**config.mk**
```make
export PLATFORM = sky130hd
export DESIGN_NAME = gate_oc_ctrl
export DESIGN_NICKNAME = d
export VERILOG_FILES = /design/src/rtl/gate_oc_pkg.sv /design/src/rtl/oc_limit_phase.sv /design/src/rtl/oc_latch.sv /design/src/rtl/gate_phase.sv /design/src/rtl/warn_gen.sv /design/src/rtl/gate_oc_ctrl.sv
export SDC_FILE = /design/constraint.sdc
export NUM_CORES = 1
export LEC_CHECK = 0
export BUFFER_PORTS_ARGS = -buffer_cell sky130_fd_sc_hd__buf_2
export CAP_MARGIN = 20
export CORE_MARGIN = 5
export CORE_UTILIZATION = 33
export DETAILED_ROUTE_END_ITERATION = 16
export PLACE_DENSITY = 0.63
export SYNTH_ARGS = -nofsm -noshare
export SYNTH_HDL_FRONTEND = slang
export SYNTH_SLANG_ARGS = --single-unit
```
**constraint.sdc**
```tcl
create_clock -name clk -period 2.8 [get_ports clk]
set_input_delay 0 -clock clk [delete_from_list [all_inputs] [get_ports clk]]
set_output_delay 0 -clock clk [all_outputs]
set_load 0.02 [all_outputs]
```
**src/rtl/gate_oc_pkg.sv**
```systemverilog
// Shared encodings for the gate command and overcurrent response block.
package gate_oc_pkg;
    typedef enum logic [1:0] {
        OC_LIMIT  = 2'b00,
        OC_LATCH  = 2'b01,
        OC_REPORT = 2'b10,
        OC_OFF    = 2'b11
    } oc_mode_e;

    typedef enum logic [1:0] {
        WSEL_BOTH   = 2'b00,
        WSEL_OT     = 2'b01,
        WSEL_OC     = 2'b10,
        WSEL_OC_ALT = 2'b11
    } warn_sel_e;
endpackage

```
**src/rtl/oc_limit_phase.sv**
```systemverilog
// Per-phase current-limit blanking.
// Raises blank on an overcurrent strobe while limiting is enabled.
// Releases blank at the next period start (toff_mode=0) or after TOFF_CYC
// further cycles (toff_mode=1).
// Assumes TOFF_CYC >= 1. A new strobe while blanked restarts the window.
module oc_limit_phase #(
    parameter int TOFF_CYC = 16
) (
    input  logic clk,
    input  logic rst_n,
    input  logic limit_en,
    input  logic toff_mode,
    input  logic det,
    input  logic cycle_start,
    output logic blank
);
    localparam int CNT_W = $clog2(TOFF_CYC + 1);

    logic [CNT_W-1:0] cnt_q;
    logic             blank_q;

    // Blank flag and off-time counter update.
    always_ff @(posedge clk) begin
        if (!rst_n) begin
            blank_q <= 1'b0;
            cnt_q   <= '0;
        end else if (!limit_en) begin
            blank_q <= 1'b0;
            cnt_q   <= '0;
        end else if (det) begin
            blank_q <= 1'b1;
            cnt_q   <= CNT_W'(TOFF_CYC - 1);
        end else if (blank_q) begin
            if (toff_mode) begin
                if (cnt_q == '0) blank_q <= 1'b0;
                else             cnt_q   <= cnt_q - 1'b1;
            end else if (cycle_start) begin
                blank_q <= 1'b0;
            end
        end
    end

    assign blank = blank_q;

    a_r5_cbc_release: assert property (@(posedge clk) disable iff (!rst_n)
        (limit_en && !toff_mode && blank_q && cycle_start && !det) |=> !blank_q);
    a_r8_no_blank_outside_limit: assert property (@(posedge clk) disable iff (!rst_n)
        !limit_en |=> !blank_q);
    a_r6_strobe_blanks: assert property (@(posedge clk) disable iff (!rst_n)
        (limit_en && det) |=> blank_q);
endmodule

```
**src/rtl/oc_latch.sv**
```systemverilog
// Latched overcurrent shutdown with a one-cycle event pulse.
// A strobe in latched mode sets the shutdown. Only fault_clr clears it, and a
// strobe in the same cycle wins over the clear.
module oc_latch (
    input  logic clk,
    input  logic rst_n,
    input  logic latch_en,
    input  logic any_det,
    input  logic fault_clr,
    output logic shut,
    output logic evt
);
    logic shut_q, evt_q;

    // Shutdown latch and rising-edge event.
    always_ff @(posedge clk) begin
        if (!rst_n) begin
            shut_q <= 1'b0;
            evt_q  <= 1'b0;
        end else begin
            evt_q <= latch_en && any_det && !shut_q;
            if (latch_en && any_det) shut_q <= 1'b1;
            else if (fault_clr)      shut_q <= 1'b0;
        end
    end

    assign shut = shut_q;
    assign evt  = evt_q;

    a_r11_evt_single: assert property (@(posedge clk) disable iff (!rst_n)
        evt_q |=> !evt_q);
    a_r11_evt_with_shut: assert property (@(posedge clk) disable iff (!rst_n)
        evt_q |-> shut_q);
endmodule

```
**src/rtl/gate_phase.sv**
```systemverilog
// One half-bridge leg: picks the requested side, applies the kill input and,
// in complementary mode, waits DEAD_CYC idle cycles before a side rises.
// Outputs are registered. A direct swap in independent mode still passes
// through one cycle with both gates low.
// Assumes DEAD_CYC >= 1.
module gate_phase #(
    parameter int DEAD_CYC = 4
) (
    input  logic clk,
    input  logic rst_n,
    input  logic pwm_mode,
    input  logic req_hi,
    input  logic req_lo,
    input  logic kill,
    output logic gh,
    output logic gl
);
    localparam int DT_W = $clog2(DEAD_CYC + 1);

    logic            gh_q, gl_q;
    logic [DT_W-1:0] idle_q;
    logic            idle_ok, tgt_hi, tgt_lo, nxt_hi, nxt_lo;

    // Select target side and gate it against the opposite side and dead time.
    always_comb begin
        idle_ok = (idle_q >= DT_W'(DEAD_CYC));
        tgt_hi  = !kill && (pwm_mode ? req_hi  : (req_hi && !req_lo));
        tgt_lo  = !kill && (pwm_mode ? !req_hi : (req_lo && !req_hi));
        nxt_hi  = tgt_hi && !gl_q && (gh_q || !pwm_mode || idle_ok);
        nxt_lo  = tgt_lo && !gh_q && (gl_q || !pwm_mode || idle_ok);
    end

    // Gate registers and saturating idle counter.
    always_ff @(posedge clk) begin
        if (!rst_n) begin
            gh_q   <= 1'b0;
            gl_q   <= 1'b0;
            idle_q <= '0;
        end else begin
            gh_q <= nxt_hi;
            gl_q <= nxt_lo;
            if (nxt_hi || nxt_lo) idle_q <= '0;
            else if (!idle_ok)    idle_q <= idle_q + 1'b1;
        end
    end

    assign gh = gh_q;
    assign gl = gl_q;

    a_r4_no_shoot_through: assert property (@(posedge clk) disable iff (!rst_n)
        !(gh_q && gl_q));
    a_r3_dead_before_low: assert property (@(posedge clk) disable iff (!rst_n)
        (pwm_mode && $rose(gl_q)) |-> $past(!gh_q));
    a_r3_dead_before_high: assert property (@(posedge clk) disable iff (!rst_n)
        (pwm_mode && $rose(gh_q)) |-> $past(!gl_q));
endmodule

```
**src/rtl/warn_gen.sv**
```systemverilog
// Registered active-low warning. Combines the overtemperature and overcurrent
// strobes according to the selection field.
module warn_gen
    import gate_oc_pkg::*;
(
    input  logic      clk,
    input  logic      rst_n,
    input  logic      ot,
    input  logic      oc,
    input  warn_sel_e sel,
    output logic      warn_n
);
    logic use_ot, use_oc, warn_q;

    // Decode which sources may drive the warning.
    always_comb begin
        use_ot = (sel == WSEL_BOTH) || (sel == WSEL_OT);
        use_oc = (sel != WSEL_OT);
    end

    // Output register, idle high.
    always_ff @(posedge clk) begin
        if (!rst_n) warn_q <= 1'b1;
        else        warn_q <= !((ot && use_ot) || (oc && use_oc));
    end

    assign warn_n = warn_q;

    a_r10_ot_masked: assert property (@(posedge clk) disable iff (!rst_n)
        (!oc && sel inside {WSEL_OC, WSEL_OC_ALT}) |=> warn_q);
endmodule

```
**src/rtl/gate_oc_ctrl.sv**
```systemverilog
// Top level: three gate legs, per-phase limit blanking, the shutdown latch
// and the warning output. Overcurrent strobes act on the gates at the edge
// where they are sampled, and the registered protection state holds them off
// from then on.
module gate_oc_ctrl
    import gate_oc_pkg::*;
#(
    parameter int NPH      = 3,
    parameter int DEAD_CYC = 4,
    parameter int TOFF_CYC = 16
) (
    input  logic           clk,
    input  logic           rst_n,
    input  logic [NPH-1:0] pwm_hi,
    input  logic [NPH-1:0] pwm_lo,
    input  logic [NPH-1:0] oc_det,
    input  logic           ot_warn,
    input  logic           cycle_start,
    input  logic           fault_clr,
    input  logic           pwm_mode,
    input  logic [1:0]     oc_mode,
    input  logic           toff_mode,
    input  logic [1:0]     warn_sel,
    output logic [NPH-1:0] gate_hi,
    output logic [NPH-1:0] gate_lo,
    output logic           warn_n,
    output logic           oc_shut_evt
);
    oc_mode_e       mode;
    logic           limit_en, latch_en, any_det, shut;
    logic [NPH-1:0] det_eff, blank, kill;

    // Decode policy and mask strobes when protection is disabled.
    always_comb begin
        mode     = oc_mode_e'(oc_mode);
        limit_en = (mode == OC_LIMIT);
        latch_en = (mode == OC_LATCH);
        det_eff  = (mode == OC_OFF) ? '0 : oc_det;
        any_det  = |det_eff;
        for (int p = 0; p < NPH; p++)
            kill[p] = blank[p] || (limit_en && det_eff[p]) || shut || (latch_en && any_det);
    end

    for (genvar p = 0; p < NPH; p++) begin : g_phase
        oc_limit_phase #(.TOFF_CYC(TOFF_CYC)) u_limit (
            .clk(clk), .rst_n(rst_n), .limit_en(limit_en), .toff_mode(toff_mode),
            .det(det_eff[p]), .cycle_start(cycle_start), .blank(blank[p])
        );
        gate_phase #(.DEAD_CYC(DEAD_CYC)) u_leg (
            .clk(clk), .rst_n(rst_n), .pwm_mode(pwm_mode), .req_hi(pwm_hi[p]),
            .req_lo(pwm_lo[p]), .kill(kill[p]), .gh(gate_hi[p]), .gl(gate_lo[p])
        );
    end

    oc_latch u_latch (
        .clk(clk), .rst_n(rst_n), .latch_en(latch_en), .any_det(any_det),
        .fault_clr(fault_clr), .shut(shut), .evt(oc_shut_evt)
    );

    warn_gen u_warn (
        .clk(clk), .rst_n(rst_n), .ot(ot_warn), .oc(any_det),
        .sel(warn_sel_e'(warn_sel)), .warn_n(warn_n)
    );

    a_r7_latched_all_off: assert property (@(posedge clk) disable iff (!rst_n)
        shut |=> (gate_hi == '0 && gate_lo == '0));
    a_r9_disabled_no_event: assert property (@(posedge clk) disable iff (!rst_n)
        (mode == OC_OFF && !ot_warn) |=> warn_n);
    a_r11_evt_only_latched: assert property (@(posedge clk) disable iff (!rst_n)
        !latch_en |=> !oc_shut_evt);
endmodule

```
# Word level (Yosys, flattened, before mapping)
# Cells that the tools add are included.
# classes
order_cmp	3
bitwise	5
n_eq_ne	7
n_addsub	6
mux	34
n_reduce_logical	101
# ops
op	count
$mux 4	12
$logic_and 1x1->1	31
$logic_or 1x1->1	26
$mux 1	21
$logic_not 1->1	18
$reduce_and 3->1	6
$logic_not 5->1	3
$sub 5x1->5 const B	3
$reduce_bool 2->1	7
$reduce_or 3->1	4
$add 3x1->3 const B	3
$ge 3x3->1 const B	3
$ne 2x2->1 const B	3
$reduce_or 2->1	3
$not 1->1	5
$eq 2x1->1 const B	2
$logic_not 2->1	2
$mux 3	1
$eq 2x2->1 const B	1
$ne 2x1->1 const B	1
$reduce_and 2->1	1
# totals
regBits	36
elab_cells	177
input_bits	20
out_inout_bits	8

# Longest topological paths before layout
# logic_depth
ltp_word	12
ltp_mapped	6
depth_no_buf	6

# Modules after synthesis
# From an unflattened synthesis, not the netlist that was laid out.
# unflattened
hier_cells	202
area_unflattened_um2	1885.6
# by_module_without_submodules
mod	area_per_inst_um2	cells_each	n_inst	seq_area_each_um2
gate_phase	242.7	24	3	100.1
oc_limit_phase at g_phase[0].u_limit ...	321.6	34	2	120.1
oc_limit_phase at g_phase[2].u_limit	292.8	34	1	120.1
gate_oc_ctrl	110.1	18	1	0.0
oc_latch	70.1	6	1	40.0
warn_gen	41.3	4	1	20.0

# Worst setup path after synthesis
# Ideal clock, no wire load.
# synth_path
path_type	flip-flop to flip-flop
startpoint	reg g_phase[2].u_limit.cnt_q[0]
endpoint	reg g_phase[2].u_limit.cnt_q[1]
arrival_ps	1403
path_stages_with_launch	6
slack_ps	1326
synth_period_minus_slack_ps	1474
required_ps	2729
path_buffers	0
cell_sequence	dfxtp_1 inv_1 ha_1 a31oi_1 mux2_2 a21oi_1
# synth_between
elab_chain_len	5
elab_cells_between_ends	8
# synth_rtl
item	line_no	source
start, declared	oc_limit_phase.sv:19	logic [CNT_W-1:0] cnt_q;
start signal, assigned	oc_limit_phase.sv:32	cnt_q <= CNT_W'(TOFF_CYC - 1);
start signal, assigned	oc_limit_phase.sv:36	else cnt_q <= cnt_q - 1'b1;
$sub 5x1->5	oc_limit_phase.sv:36	
$mux 4	oc_limit_phase.sv:35	if (cnt_q == '0) blank_q <= 1'b0;
$mux 4	oc_limit_phase.sv:34	if (toff_mode) begin
$mux 4	oc_limit_phase.sv:33	end else if (blank_q) begin
$mux 4	oc_limit_phase.sv:30	end else if (det) begin
# Parallel ways exist; a longest one is shown, timed or not. The select of a mux whose other input is x is not followed.
# A chain may end at the register's enable or synchronous reset.

# Final worst setup path
# Same ends and word-level chain as after synthesis.

==> key figures <==
Clock tree
  – CTS Sinks: 36
  – Clock Pin Slew Worst Setup and Hold Paths: 70 ps
  – Hold_buf cts: 5
  – Post CTS Setup Buffer Count: 0
  – Clock Tree Buf Depth: 2
  – CTS tree: yes
  – CTS Buf Count: 5
  – CTS root buf: clkbuf_8
  – # H-tree levels: 2
  – Clk_lat worst skew: 290 ps
  – Cts repair resizes: 0

GRT
  – Initial antenna violation count: 0
  – Layer with the highest usage: met2
  – Largest net degree at the start of global routing: 19
  – GR Layer Usage met3: 0.03981
  – Routing usage on met1: 0.1496
  – Global-route wire length before repair: 6658 um
  – GRT met2 Usage: 0.1667
  – GRT Residual Overflow: 0
  – Overall routing resource usage: 0.1131
  – Vias in the first global route: between 1k and 1.5k

Pwr
  – Reg power frac: 0.496
  – Switching share of power: 0.2601
  – Clock Power Share: 0.356
  – P_sw: slightly below 0.0003 W
  – Internal power: ~0.00084 W
  – Leak: a little over 0.9 nW
  – Logic pwr share: 0.148
  – Max VDD drop: 0.3449 mV
  – PwrDens: roughly 520 nW/um^2

Logic synthesis
  – Post-synthesis cell count: 210
  – Seq/Total Area, Yosys: 0.3843
  – Yosys cell types: 40
  – Synth Cell Area: roughly 1900 um^2
  – Top cells by area, synth: dfxtp_1 38%, ha_1 7.3%, a21oi_1 4.5%
  – Most numerous cell in the Yosys netlist: dfxtp_1
  – Synth Area per Inst: just under 9 um^2
  – Synth async-reset ratio: 0
  – Syn nets: 241
  – Ys Warns: 0
  – Synth Flop Type: dfxtp_1
  – Synth top area share: 0.3843
  – Post-synth EDFFs: 0
  – Register bit total from synthesis: 36
  – Commonest cells post-synth: 36 x dfxtp_1, 17 x a21oi_1, 16 x nand2_1, 15 x inv_1, 15 x nor2_1
  – Synth area leader: dfxtp_1

Timing
  – WHS: 8.634 ps
  – Relative slew slack: 0.5714
  – Period Utilization, post-route: 0.5752
  – Slew @ Worst Pin: around 640 ps
  – RSZ-0062 raised after global routing: false
  – Fin Setup TNS: 0 ps
  – Highest clock rate: between 0.6 and 0.7 GHz
  – Min Tclk post-route: ~1600 ps
  – Final hold violation count: 0
  – Max-slew violations: 0
  – Post-route setup slack: between 1000 and 1500 ps
  – Clk_skew: between 2 and 3 ps
  – Number of endpoints failing setup at the final stage: 0

Finish
  – Share of cells above drive strength 1: 0.1833
  – Post-layout net count: 271
  – Area delta synth->final: 16.81%
  – Register area: roughly 720 um^2
  – Antenna Diode Count: 0
  – Multi-input logic area: 1042 um^2
  – Fin cells: roughly 310
  – Fillcell total: 545

Setup path
  – WP buf/inv: 1
  – Critical path arrival: between 1500 and 2000 ps
  – Critical path's top delay family: compound AO/OA/AOI/OAI gates
  – CP Class: reg -> reg
  – CP max-delay cell: dfxtp_1
  – Worst EP required: 3010 ps
  – Slowest stage delay, CP: approximately 390 ps
  – Setup crit start kind: flop
  – Worst reg2reg path startpoint: g_phase[2].u_limit.cnt_q[0]
  – CP Max Fanout: 4
  – Worst path cell trace: inv_1, ha_1, a31oi_1, mux2_2, a21oi_1
  – Critical path launch point: g_phase[2].u_limit.cnt_q[0]
  – Crit end category: flop

Placed design
  – Pre-CTS setup slack: roughly 1200 ps
  – Cells after DPL: 300
  – Post-DP HPWL: roughly 2900 um
  – IO buf count: 27
  – Final GP Congestion: 0.8645

Floorplanning
  – I/O pins: 28
  – Chip width: about 85 um
  – Die ar.: 7291 um^2
  – Starting Density: 0.3406
  – Core area: roughly 5500 um^2
  – Site Rows: 27
  – Chip height: about 85 um

Detailed routing
  – Wire per inst: between 10 and 15 um
  – Routed Antenna Nets: 0
  – Initial drt markers: 42
  – Drc violations: 0
  – Post-DR vias/cell: a little under 5
  – First drt pass iteration count: 4
  – Via Count: ~1.5k
  – Total wire length: approximately 4000 um

Status
  – Status: completed

Job
  – Max-Cap Viols: 0

Worst hold path
  – Worst min-delay path class: in -> reg
  – Hold_sp: rst_n
## cell type report
| cell class | count | share of cell area |
|---|---|---|
| Sequential cell | 36 | 0.3290 |
| Inverter | 15 | 0.02570 |
| Clock buffer | 7 | 0.04397 |
| Timing Repair Buffer | 32 | 0.08452 |
| Multi-Input combinational cell | 150 | 0.4757 |
| Tap cell | 72 | 0.04112 |
## cells by family after synthesis
| kind of cell | count (synthesis) | share of synthesized area |
|---|---|---|
| AOI/OAI and AO/OA | 41 | 0.1488 |
| and+or+nand+nor | 79 | 0.2355 |
| buffers and inverters | 24 | 0.06004 |
| xor gates and xnor gates | 10 | 0.04670 |
| adders and majority gates | 11 | 0.07338 |
| muxes | 9 | 0.05137 |
| DFF | 36 | 0.3843 |
## final timing paths
path | end | slack [ps] | depth (start not counted)
max | g_phase[2].u_limit.cnt_q[1] | 1190 | 5
min | u_warn.warn_n | 9 | 2
max reg2reg | g_phase[2].u_limit.cnt_q[1] | 1190 | 5
min reg2reg | g_phase[2].u_limit.cnt_q[4] | 440 | 2
## state kept, by name, indices dropped and copies added (netlist names)
name / cells
g_phase.u_leg.gh: 3
g_phase.u_leg.gl: 3
g_phase.u_leg.idle_q: 9
g_phase.u_limit.blank: 3
g_phase.u_limit.cnt_q: 15
u_latch.evt: 1
u_latch.shut: 1
u_warn.warn_n: 1
## metal layers
layer	wire length (um)	share of wire
met1	2026	0.51
met2	1629	0.41
met3	234	0.059
met4	66	0.017
met5	0	0
## metrics by stage
stage	utilization	instance area (um^2)	total power (W)
floorplan	-	1876	0.0006877
global placement	0.3713	2044	0.0007331
detailed placement	0.3713	2044	0.0007369
CTS	0.3979	2191	0.001149
global route	0.3979	2191	0.001198
finish	0.3979	2191	0.001135
## power by group through the flow
stage / Sequential (W) / Clock [W] / Combinational [W]
2_1_floorplan: 0.000572 / 0 / 0.000116
3_3_place_gp: 0.000574 / 0 / 0.000159
3_5_place_dp: 0.000575 / 0 / 0.000162
4_1_cts: 0.000563 / 0.000417 / 0.000169
5_1_grt: 0.000567 / 0.000440 / 0.000191
6_report: 0.000563 / 0.000405 / 0.000168
## placed cells by master, fill, tap and decap left out, types with 4 or more instances in the layout
cell type	n
a21oi_1	17
inv_1	15
and3_1	6
nand3_1	8
dfxtp_1	36
nor4_1	6
nor2_1	15
ha_1	11
xnor2_1	8
mux2i_1	4
nand2_1	16
nor3_1	11
o211a_1	5
dlygate4sd3_1	5
buf_2	27
o21ai_0	7
mux2_2	5
clkbuf_8	7
(Power assumes the default switching activity.)
